==> src/rtl/lap_pkg.sv <==
// Shared definitions for the Laplacian filter engine.
// Assumes a 3x3 kernel whose centre weight is a power of two.
package lap_pkg;
    // Sequencer phases of one pass
    typedef enum logic [2:0] {
        ST_IDLE,
        ST_TAPS,
        ST_DRAIN,
        ST_OUT,
        ST_DONE
    } lap_state_t;

    // Centre weight 8 is applied as a left shift by this amount
    localparam int CENTRE_SHIFT = 3;
    // Last index of the tap row/column counters (taps 0..2)
    localparam logic [1:0] TAP_END = 2'd2;
endpackage

==> src/rtl/lap_ctrl.sv <==
// Pass sequencer: per pixel, issue nine taps, wait one cycle for the
// last read to return, then present the result until it is accepted.
// Assumes tap_last and pix_last come from the scan counters.
module lap_ctrl
    import lap_pkg::*;
(
    input  logic clk,
    input  logic rst_n,
    input  logic start,
    input  logic tap_last,
    input  logic pix_last,
    input  logic m_tready,
    output logic clear,
    output logic tap_step,
    output logic pix_step,
    output logic out_valid,
    output logic done
);
    lap_state_t state, state_nx;

    assign clear     = (state == ST_IDLE) && start;
    assign tap_step  = (state == ST_TAPS);
    assign out_valid = (state == ST_OUT);
    assign pix_step  = out_valid && m_tready;
    assign done      = (state == ST_DONE);

    // Next-phase decision
    always_comb begin
        state_nx = state;
        unique case (state)
            ST_IDLE:  if (start) state_nx = ST_TAPS;
            ST_TAPS:  if (tap_last) state_nx = ST_DRAIN;
            ST_DRAIN: state_nx = ST_OUT;
            ST_OUT:   if (m_tready) state_nx = pix_last ? ST_DONE : ST_TAPS;
            ST_DONE:  state_nx = ST_IDLE;
            default:  state_nx = ST_IDLE;
        endcase
    end

    // Phase register with synchronous reset
    always_ff @(posedge clk) begin
        if (!rst_n) state <= ST_IDLE;
        else        state <= state_nx;
    end
endmodule

==> src/rtl/lap_scan.sv <==
// Pixel and tap position counters plus neighbour address generation.
// Assumes a square image of 2^IMG_LOG2 per side; tap_step and pix_step
// are never high together. Out-of-image taps are flagged, not skipped.
module lap_scan
    import lap_pkg::*;
#(
    parameter int IMG_LOG2 = 8,
    localparam int ADDR_W = 2 * IMG_LOG2
) (
    input  logic              clk,
    input  logic              rst_n,
    input  logic              clear,
    input  logic              tap_step,
    input  logic              pix_step,
    output logic [ADDR_W-1:0] addr,
    output logic              tap_inb,
    output logic              tap_centre,
    output logic              tap_first,
    output logic              tap_last,
    output logic              pix_last
);
    localparam logic [IMG_LOG2-1:0] EDGE = '1;
    localparam logic [IMG_LOG2-1:0] ONE  = IMG_LOG2'(1);

    logic [IMG_LOG2-1:0] row, col, nrow, ncol;
    logic [1:0]          trow, tcol;

    // Neighbour coordinates for the current tap (wrap is masked by tap_inb)
    always_comb begin
        unique case (trow)
            2'd0:    nrow = row - ONE;
            2'd1:    nrow = row;
            default: nrow = row + ONE;
        endcase
        unique case (tcol)
            2'd0:    ncol = col - ONE;
            2'd1:    ncol = col;
            default: ncol = col + ONE;
        endcase
    end

    // Tap flags and address
    always_comb begin
        tap_inb = !((trow == 2'd0) && (row == '0)) &&
                  !((trow == TAP_END) && (row == EDGE)) &&
                  !((tcol == 2'd0) && (col == '0)) &&
                  !((tcol == TAP_END) && (col == EDGE));
        tap_centre = (trow == 2'd1) && (tcol == 2'd1);
        tap_first  = (trow == 2'd0) && (tcol == 2'd0);
        tap_last   = (trow == TAP_END) && (tcol == TAP_END);
        pix_last   = (row == EDGE) && (col == EDGE);
        addr       = {nrow, ncol};
    end

    // Tap counter walks the 3x3 window column first, row second
    always_ff @(posedge clk) begin
        if (!rst_n || clear) begin
            trow <= '0;
            tcol <= '0;
        end else if (tap_step) begin
            if (tcol == TAP_END) begin
                tcol <= '0;
                trow <= (trow == TAP_END) ? 2'd0 : trow + 2'd1;
            end else begin
                tcol <= tcol + 2'd1;
            end
        end
    end

    // Pixel counter advances in raster order on each accepted beat
    always_ff @(posedge clk) begin
        if (!rst_n || clear) begin
            row <= '0;
            col <= '0;
        end else if (pix_step) begin
            if (col == EDGE) begin
                col <= '0;
                row <= row + ONE;
            end else begin
                col <= col + ONE;
            end
        end
    end
endmodule

==> src/rtl/lap_mac.sv <==
// Weighted accumulator aligned to a one-cycle-latency memory read.
// Assumes tap flags describe the address issued in the same cycle;
// they are delayed one cycle to meet the returning data.
module lap_mac
    import lap_pkg::*;
#(
    parameter int PIX_W = 7,
    localparam int ACC_W = PIX_W + 5
) (
    input  logic                    clk,
    input  logic                    rst_n,
    input  logic                    issue,
    input  logic                    inb,
    input  logic                    centre,
    input  logic                    first,
    input  logic [PIX_W-1:0]        rd_data,
    output logic signed [ACC_W-1:0] acc
);
    logic                    issue_q, inb_q, centre_q, first_q;
    logic signed [ACC_W-1:0] ext, contrib, base;

    // Delay tap flags to the cycle in which the read data returns
    always_ff @(posedge clk) begin
        if (!rst_n) begin
            issue_q  <= 1'b0;
            inb_q    <= 1'b0;
            centre_q <= 1'b0;
            first_q  <= 1'b0;
        end else begin
            issue_q  <= issue;
            inb_q    <= issue && inb;
            centre_q <= centre;
            first_q  <= first;
        end
    end

    // Signed contribution of the returning sample
    always_comb begin
        ext     = signed'({{(ACC_W - PIX_W){1'b0}}, rd_data});
        contrib = centre_q ? (ext <<< CENTRE_SHIFT) : -ext;
        base    = first_q ? '0 : acc;
    end

    // Accumulate; the first tap of a window restarts the sum
    always_ff @(posedge clk) begin
        if (!rst_n)       acc <= '0;
        else if (issue_q) acc <= base + (inb_q ? contrib : '0);
    end
endmodule

==> src/rtl/lap_conv_engine.sv <==
// Top of the Laplacian edge filter: sequencer, scan counters,
// accumulator, and the saturating AXI4-Stream output.
// Assumes memory data returns one cycle after the address.
module lap_conv_engine #(
    parameter int IMG_LOG2 = 8,
    parameter int PIX_W    = 7,
    parameter int OUT_W    = 8,
    localparam int ADDR_W  = 2 * IMG_LOG2,
    localparam int ACC_W   = PIX_W + 5
) (
    input  logic              clk,
    input  logic              rst_n,
    input  logic              start,
    output logic              done,
    output logic [ADDR_W-1:0] mem_addr,
    input  logic [PIX_W-1:0]  mem_data,
    output logic [OUT_W-1:0]  m_tdata,
    output logic              m_tvalid,
    input  logic              m_tready,
    output logic              m_tlast
);
    localparam logic signed [ACC_W-1:0] MAXV = ACC_W'((1 << PIX_W) - 1);

    logic clear, tap_step, pix_step, out_valid;
    logic tap_inb, tap_centre, tap_first, tap_last, pix_last;
    logic signed [ACC_W-1:0] acc;
    logic [PIX_W-1:0]        sat;

    lap_ctrl u_ctrl (
        .clk       (clk),
        .rst_n     (rst_n),
        .start     (start),
        .tap_last  (tap_last),
        .pix_last  (pix_last),
        .m_tready  (m_tready),
        .clear     (clear),
        .tap_step  (tap_step),
        .pix_step  (pix_step),
        .out_valid (out_valid),
        .done      (done)
    );

    lap_scan #(.IMG_LOG2(IMG_LOG2)) u_scan (
        .clk        (clk),
        .rst_n      (rst_n),
        .clear      (clear),
        .tap_step   (tap_step),
        .pix_step   (pix_step),
        .addr       (mem_addr),
        .tap_inb    (tap_inb),
        .tap_centre (tap_centre),
        .tap_first  (tap_first),
        .tap_last   (tap_last),
        .pix_last   (pix_last)
    );

    lap_mac #(.PIX_W(PIX_W)) u_mac (
        .clk     (clk),
        .rst_n   (rst_n),
        .issue   (tap_step),
        .inb     (tap_inb),
        .centre  (tap_centre),
        .first   (tap_first),
        .rd_data (mem_data),
        .acc     (acc)
    );

    // Saturate the signed sum into the unsigned pixel range
    always_comb begin
        if (acc < 0)         sat = '0;
        else if (acc > MAXV) sat = '1;
        else                 sat = acc[PIX_W-1:0];
    end

    // Stream outputs; the sum is stable for the whole OUT phase
    always_comb begin
        m_tvalid = out_valid;
        m_tlast  = out_valid && pix_last;
        m_tdata  = out_valid ? {{(OUT_W - PIX_W){1'b0}}, sat} : '0;
    end
endmodule

==> config.mk <==
export PLATFORM = sky130hd
export DESIGN_NAME = lap_conv_engine
export DESIGN_NICKNAME = d
export VERILOG_FILES = /design/src/rtl/lap_pkg.sv /design/src/rtl/lap_ctrl.sv /design/src/rtl/lap_scan.sv /design/src/rtl/lap_mac.sv /design/src/rtl/lap_conv_engine.sv
export SDC_FILE = /design/constraint.sdc
export NUM_CORES = 1
export LEC_CHECK = 0
export BUFFER_PORTS_ARGS = -buffer_cell sky130_fd_sc_hd__buf_4
export CAP_MARGIN = 0
export CELL_PAD_IN_SITES_DETAIL_PLACEMENT = 0
export CELL_PAD_IN_SITES_GLOBAL_PLACEMENT = 1
export CORE_MARGIN = 4
export CORE_UTILIZATION = 47
export DETAILED_ROUTE_END_ITERATION = 10
export PLACE_DENSITY_LB_ADDON = 0.1
export SKIP_CTS_REPAIR_TIMING = 1
export SYNTH_ARGS = -nofsm -noshare
export SYNTH_HDL_FRONTEND = slang
export SYNTH_SLANG_ARGS = --single-unit
==> constraint.sdc <==
create_clock -name clk -period 7.7 [get_ports clk]
set_clock_uncertainty 0.2 [all_clocks]
set_input_delay 0.385 -clock clk [delete_from_list [all_inputs] [get_ports clk]]
set_output_delay 0.385 -clock clk [all_outputs]
set_load 0.01 [all_outputs]
; ---- Yosys cells after proc, flatten, opt, wreduce, memory -nomap -nowiden
; Index checks and enable logic that the tools add are counted.
[totals]
reg_bits = 39
output_inout_bits = 27
wordCells = 78
[classes]
n_addsub = 8
order_cmp = 2
n_eq_ne = 13
muxes = 16
n_reduce_logical = 29
[op_table]
columns = op, count
row1 = two-way mux 12 bit, 3
row2 = case mux 8 bit (2 select lines), 2
row3 = two-way mux 7 bit, 3
row4 = "adder 8 x 1 -> 8 bit, second input constant", 2
row5 = "== test 8 bit, second input constant", 2
row6 = zero test 8 bit, 2
row7 = "subtractor 8 x 1 -> 8 bit, second input constant", 2
row8 = logical AND 1 bit, 15
row9 = adder 12 bit, 1
row10 = "> comparator 12 x 8 -> 1 bit, second input constant", 1
row11 = "< comparator 12 x 1 -> 1 bit, second input constant", 1
row12 = two-way mux 3 bit, 4
row13 = negation 7 -> 12 bit, 1
row14 = case mux 3 bit (4 select lines), 1
row15 = two-way mux 8 bit, 1
row16 = "== test 3 x 2 -> 1 bit, second input constant", 2
row17 = "!= test 2 bit, second input constant", 3
row18 = zero test 1 bit, 5
row19 = "adder 2 x 1 -> 2 bit, second input constant", 2
row20 = "== test 2 x 1 -> 1 bit, second input constant", 2
row21 = "== test 2 bit, second input constant", 2
row22 = zero test 2 bit, 2
row23 = two-way mux 2 bit, 2
row24 = AND reduction 2 bit, 2
row25 = 5 further kinds, 5

; ---- Logic depth before layout (Yosys ltp)
[logic_depth]
ltp_word = 7
mapped_depth = 13
depth_no_buf = 13

; ---- Modules after synthesis
; From an unflattened synthesis, not the netlist that was laid out.
[hier_totals]
hier_cells = 404
area_unflattened_um2 = 3136.8
[modules_own_cells]
columns = mod, n_inst, cells_each, area_per_inst_um2, seq_area_each_um2
row1 = lap_scan, 1, 192, 1463.9, 400.4
row2 = lap_mac, 1, 174, 1378.8, 320.3
row3 = lap_ctrl, 1, 19, 187.7, 60.1
row4 = lap_conv_engine, 1, 19, 106.4, 0.0

; ---- Worst setup path before layout
; No wires, ideal clock.
[synth_timing]
kind = in2reg
from = input port mem_data[0]
to = register u_mac.acc[10]
setup_time_ns = 0.065
t_arrival_ns = 2.662
required_ns = 7.435
path_slack_ns = 4.772
stages = 13
path_buffers = 0
path_cell_list = inv_1 > ha_1 > nor3b_1 > xor2_1 > o21ai_0 > and2_1 > ha_1 > a21oi_1 > o21ai_0 > a221oi_1 > xnor2_1 > mux2i_1 > nor2b_1
[synth_via]
elab_chain_len = 4
[synth_lines]
columns = item, line_no
row1 = "start, declared", lap_conv_engine.sv:16  ; input logic [PIX_W-1:0] mem_data,
row2 = negation 7 -> 12 bit, lap_mac.sv:40  ; contrib = centre_q ? (ext <<< CENTRE_SHIFT) : -ext;
row3 = two-way mux 12 bit (*), lap_mac.sv:40
row4 = two-way mux 12 bit (*), lap_mac.sv:47  ; else if (issue_q) acc <= base + (inb_q ? contrib : '0);
row5 = adder 12 bit (*), lap_mac.sv:47
row6 = "end signal, assigned", lap_mac.sv:47
row7 = "end, declared", lap_mac.sv:17  ; output logic signed [ACC_W-1:0] acc
; Mark *: on every way between the ends. The rest lies on a longest branch, timed or not.
; A chain may end at the register's enable or synchronous reset.

; ---- Final worst setup path
; Same ends and word-level chain as after synthesis.

==> key figures <==
Critical path
  • Reg2reg path depth: 11
  • Setup slack, reg-to-reg: roughly 4800 ps
  • RR Endpoint: u_mac.acc[10]$_SDFFE_PN0P_
  • Crit path from: mem_data[0]
  • Critical path launch point type: input port
  • Critical Path RT: about 7700 ps
  • Worst reg2reg startpoint: u_mac.centre_q$_SDFF_PN0_
  • Crit Path Class: input port to flop
  • Crit. End Element: flop
  • WP data arrival: 3110 ps
  • CP endpoint: u_mac.acc[10]$_SDFFE_PN0P_
  • Critical path peak fanout: 5

Floorplanning
  • Initial Util: roughly half
  • Core box area: 6100 um^2
  • Top Ports: 38
  • Die width: 88.3 um
  • Die height: 88.3 um
  • Standard-cell rows: 28
  • Die ar.: slightly below 8000 um^2

Global routing
  • Global-route wire length before repair: 12.0 mm
  • Gr busiest metal: met2
  • Largest net degree at the start of global routing: 21
  • Initial antenna violation count: 0
  • GRT Util Overall: between 10% and 20%
  • Met3 GRT Util: around 2.6%
  • Via count of the first global-routing pass: about 2600
  • Routing usage on met1: about 24%
  • Grt ovf: 0
  • M2 GR Usage: between 30 and 40%

Placement
  • Post-DP HPWL: between 5 and 6 mm
  • Final weighted congestion in routability-driven placement: 0.830
  • Port-buffer cells: 36

STA
  • Actual slew at the worst max-slew pin: 690 ps
  • Hold WS: around 210 ps
  • Minimum clock period after layout: between 3000 and 4000 ps
  • Slew margin rel.: 53.6%
  • Setup violators final: 0
  • RSZ-0062 raised after global routing: no
  • Final TNS setup: 0 ps
  • Max Slew Vio Count: 0
  • Final hold vios: 0
  • Final period utilization: around two fifths
  • FMAX: between 300 and 400 MHz

Yosys
  • Post-synth EDFFs: 0
  • Post-synth design cell area: between 3000 and 4000 um^2
  • Mean post-synth cell area: around 7.7 um^2
  • Mapped Cells: roughly 390
  • Flops & latches, synth: 39
  • Syn Nets: roughly 420
  • Warning count from the yosys run: 0
  • Synth area leaders: dfxtp_1, ha_1, xnor2_1
  • Post-synth cell types: 50
  • Synth top area share: 25.8%
  • Register area share after synthesis: approximately 26%
  • Dominant synthesized flop cell: dfxtp_1
  • Synth area leader: dfxtp_1
  • Top cells by count, synth: nand2_1, nor2_1, dfxtp_1
  • Post-synth ARST share: 0%
  • Top-count cell post-synth: nand2_1

Clocking
  • TritonCTS Buffers: 5
  • CTS root buf: clkbuf_8
  • Max Root-Sink Buffers: 2
  • CTS Sinks: 39
  • Worst-Skew Late Latency: a little under 300 ps
  • CTS tree: done
  • Clock slew at reported path FFs: 80 ps
  • H-tree depth: 2

Worst hold path
  • Hold WC Path Type: input port to flop

Route
  • DRC viols: 0
  • DR WL/cell: between 10 and 15 um
  • Post-DRT Antenna Nets: 0
  • Drt via density: about 5.5
  • Routed WL: about 6.8 mm
  • DRT iter0 DRCs: 70
  • Vias: between 2000 and 3000
  • Drt first pass iters: 4

Layout
  • Fraction of layout cells with a size suffix above 1: 12.6%
  • Antenna Diode Count: 0
  • Final #Nets: approximately 440
  • Area Overhead vs Synth: 10.9%

Power
  • Total power: a little over 400 uW
  • Leakage: 1.34 nW
  • Max VDD drop: around 74 uV
  • PD cells: between 100 and 150 nW/um^2

Status
  • Status: complete, no violations

Run
  • Total of max-cap violations: 0
-- cell usage in the layout, fill, tap and decap left out, types with 2 or more instances in the layout --
cell / synthesis / routed
dfxtp_1: 39 / 39
inv_1: 14 / 14
nor3b_1: 5 / 5
or3_1: 4 / 4
nor2_1: 40 / 40
mux2i_1: 9 / 9
nand2b_1: 2 / 2
xor2_1: 18 / 18
nor4_1: 3 / 3
nand4_1: 4 / 4
or4_1: 2 / 2
o21a_1: 8 / 8
buf_4: 3 / 37
a21oi_1: 28 / 28
xnor2_1: 20 / 20
ha_1: 18 / 18
o21bai_1: 2 / 2
a31oi_1: 3 / 3
and2_1: 6 / 6
nor3_1: 12 / 12
clkbuf_8: 0 / 5
and3_1: 5 / 5
nand3_1: 8 / 8
a221oi_1: 2 / 2
o21ai_0: 23 / 23
mux2_2: 2 / 2
nor2b_1: 26 / 26
a211oi_1: 2 / 2
nand2_1: 41 / 41
or4b_2: 2 / 2
a41oi_1: 2 / 2
a22oi_1: 3 / 3
-- how the worst min path moves through the flow --
| stage | start | end | slack, ps | cells after the start |
|---|---|---|---|---|
| 6_report | rst_n | u_ctrl.state[2]$_SDFFE_PN0P_ | 210 | 3 |
| 5_1_grt | rst_n | u_mac.acc[2]$_SDFFE_PN0P_ | 230 | 2 |
| 4_1_cts | rst_n | u_ctrl.state[2]$_SDFFE_PN0P_ | 210 | 3 |
| 3_5_place_dp | u_mac.acc[9]$_SDFFE_PN0P_ | u_mac.acc[9]$_SDFFE_PN0P_ | 260 | 2 |
| 3_3_place_gp | u_mac.acc[9]$_SDFFE_PN0P_ | u_mac.acc[9]$_SDFFE_PN0P_ | 260 | 2 |
| 2_1_floorplan | u_mac.acc[7]$_SDFFE_PN0P_ | u_mac.acc[7]$_SDFFE_PN0P_ | 230 | 2 |
-- state kept, by name, indices dropped and copies added, names as in the netlist --
signal / flops
u_mac.acc: 12
u_scan.row: 8
u_scan.trow: 2
u_mac.inb_q: 1
u_ctrl.state: 3
u_mac.first_q: 1
u_scan.col: 8
u_mac.centre_q: 1
u_scan.tcol: 2
u_mac.issue_q: 1
-- critical path, cell delays in order --
cell and delay [ps]:
buf_4 120, inv_1 70, ha_1 180, nor3b_1 430
xor2_1 170, o21ai_0 80, and2_1 170, ha_1 360
a21oi_1 200, o21ai_0 200, a221oi_1 370, xnor2_1 160
mux2i_1 90, nor2b_1 120
-- logic make-up (layout without fill, tap and decap cells) --
family / count (synthesis) / count (layout) / synth area share, %
AOI/OAI and AO/OA: 80 / 80 / 15.9
adders and majority gates: 19 / 19 / 8.09
muxes: 11 / 11 / 3.72
buffers and inverters: 38 / 58 / 6.90
other: 1 / 1 / 0.124
and+or+nand+nor: 166 / 166 / 28.5
DFF: 39 / 39 / 25.8
xor gates and xnor gates: 38 / 38 / 11.0
-- layout make-up --
| type | count | area (um^2) |
|---|---|---|
| well taps | 75 | 93.8 |
| fillers | 614 | 2740 |
| multi-input cells | 315 | 2050 |
| flip-flops and latches | 39 | 781 |
| clock inverters | 2 | 37.5 |
| repair buffers | 37 | 278 |
| inverters | 14 | 52.6 |
| clock buffers | 5 | 68.8 |
-- through the flow --
stage / cells / setup slack (ps) / instance area [um^2] / util (%)
2_1_floorplan: 392 / 4770 / 3030 / -
3_3_place_gp: 480 / 4450 / 3250 / 53.4
3_5_place_dp: 480 / 4320 / 3250 / 53.4
4_1_cts: 487 / 4640 / 3360 / 55.1
5_1_grt: 487 / 4300 / 3360 / 55.1
6_report: 487 / 4620 / 3360 / 55.1
-- metal layers --
layer	wire length, um	share of wire [%]
met3	143	2.1
met2	3400	50
met1	3160	46
met5	0	0
met4	132	1.9
-- power by group --
| group | leakage [nW] | switching (mW) | internal (mW) |
|---|---|---|---|
| combinational | 0.972 | 0.0190 | 0.0186 |
| sequential | 0.315 | 0.00608 | 0.204 |
| clock | 0.0502 | 0.0736 | 0.0947 |
Power figures use the tool's default switching activity.
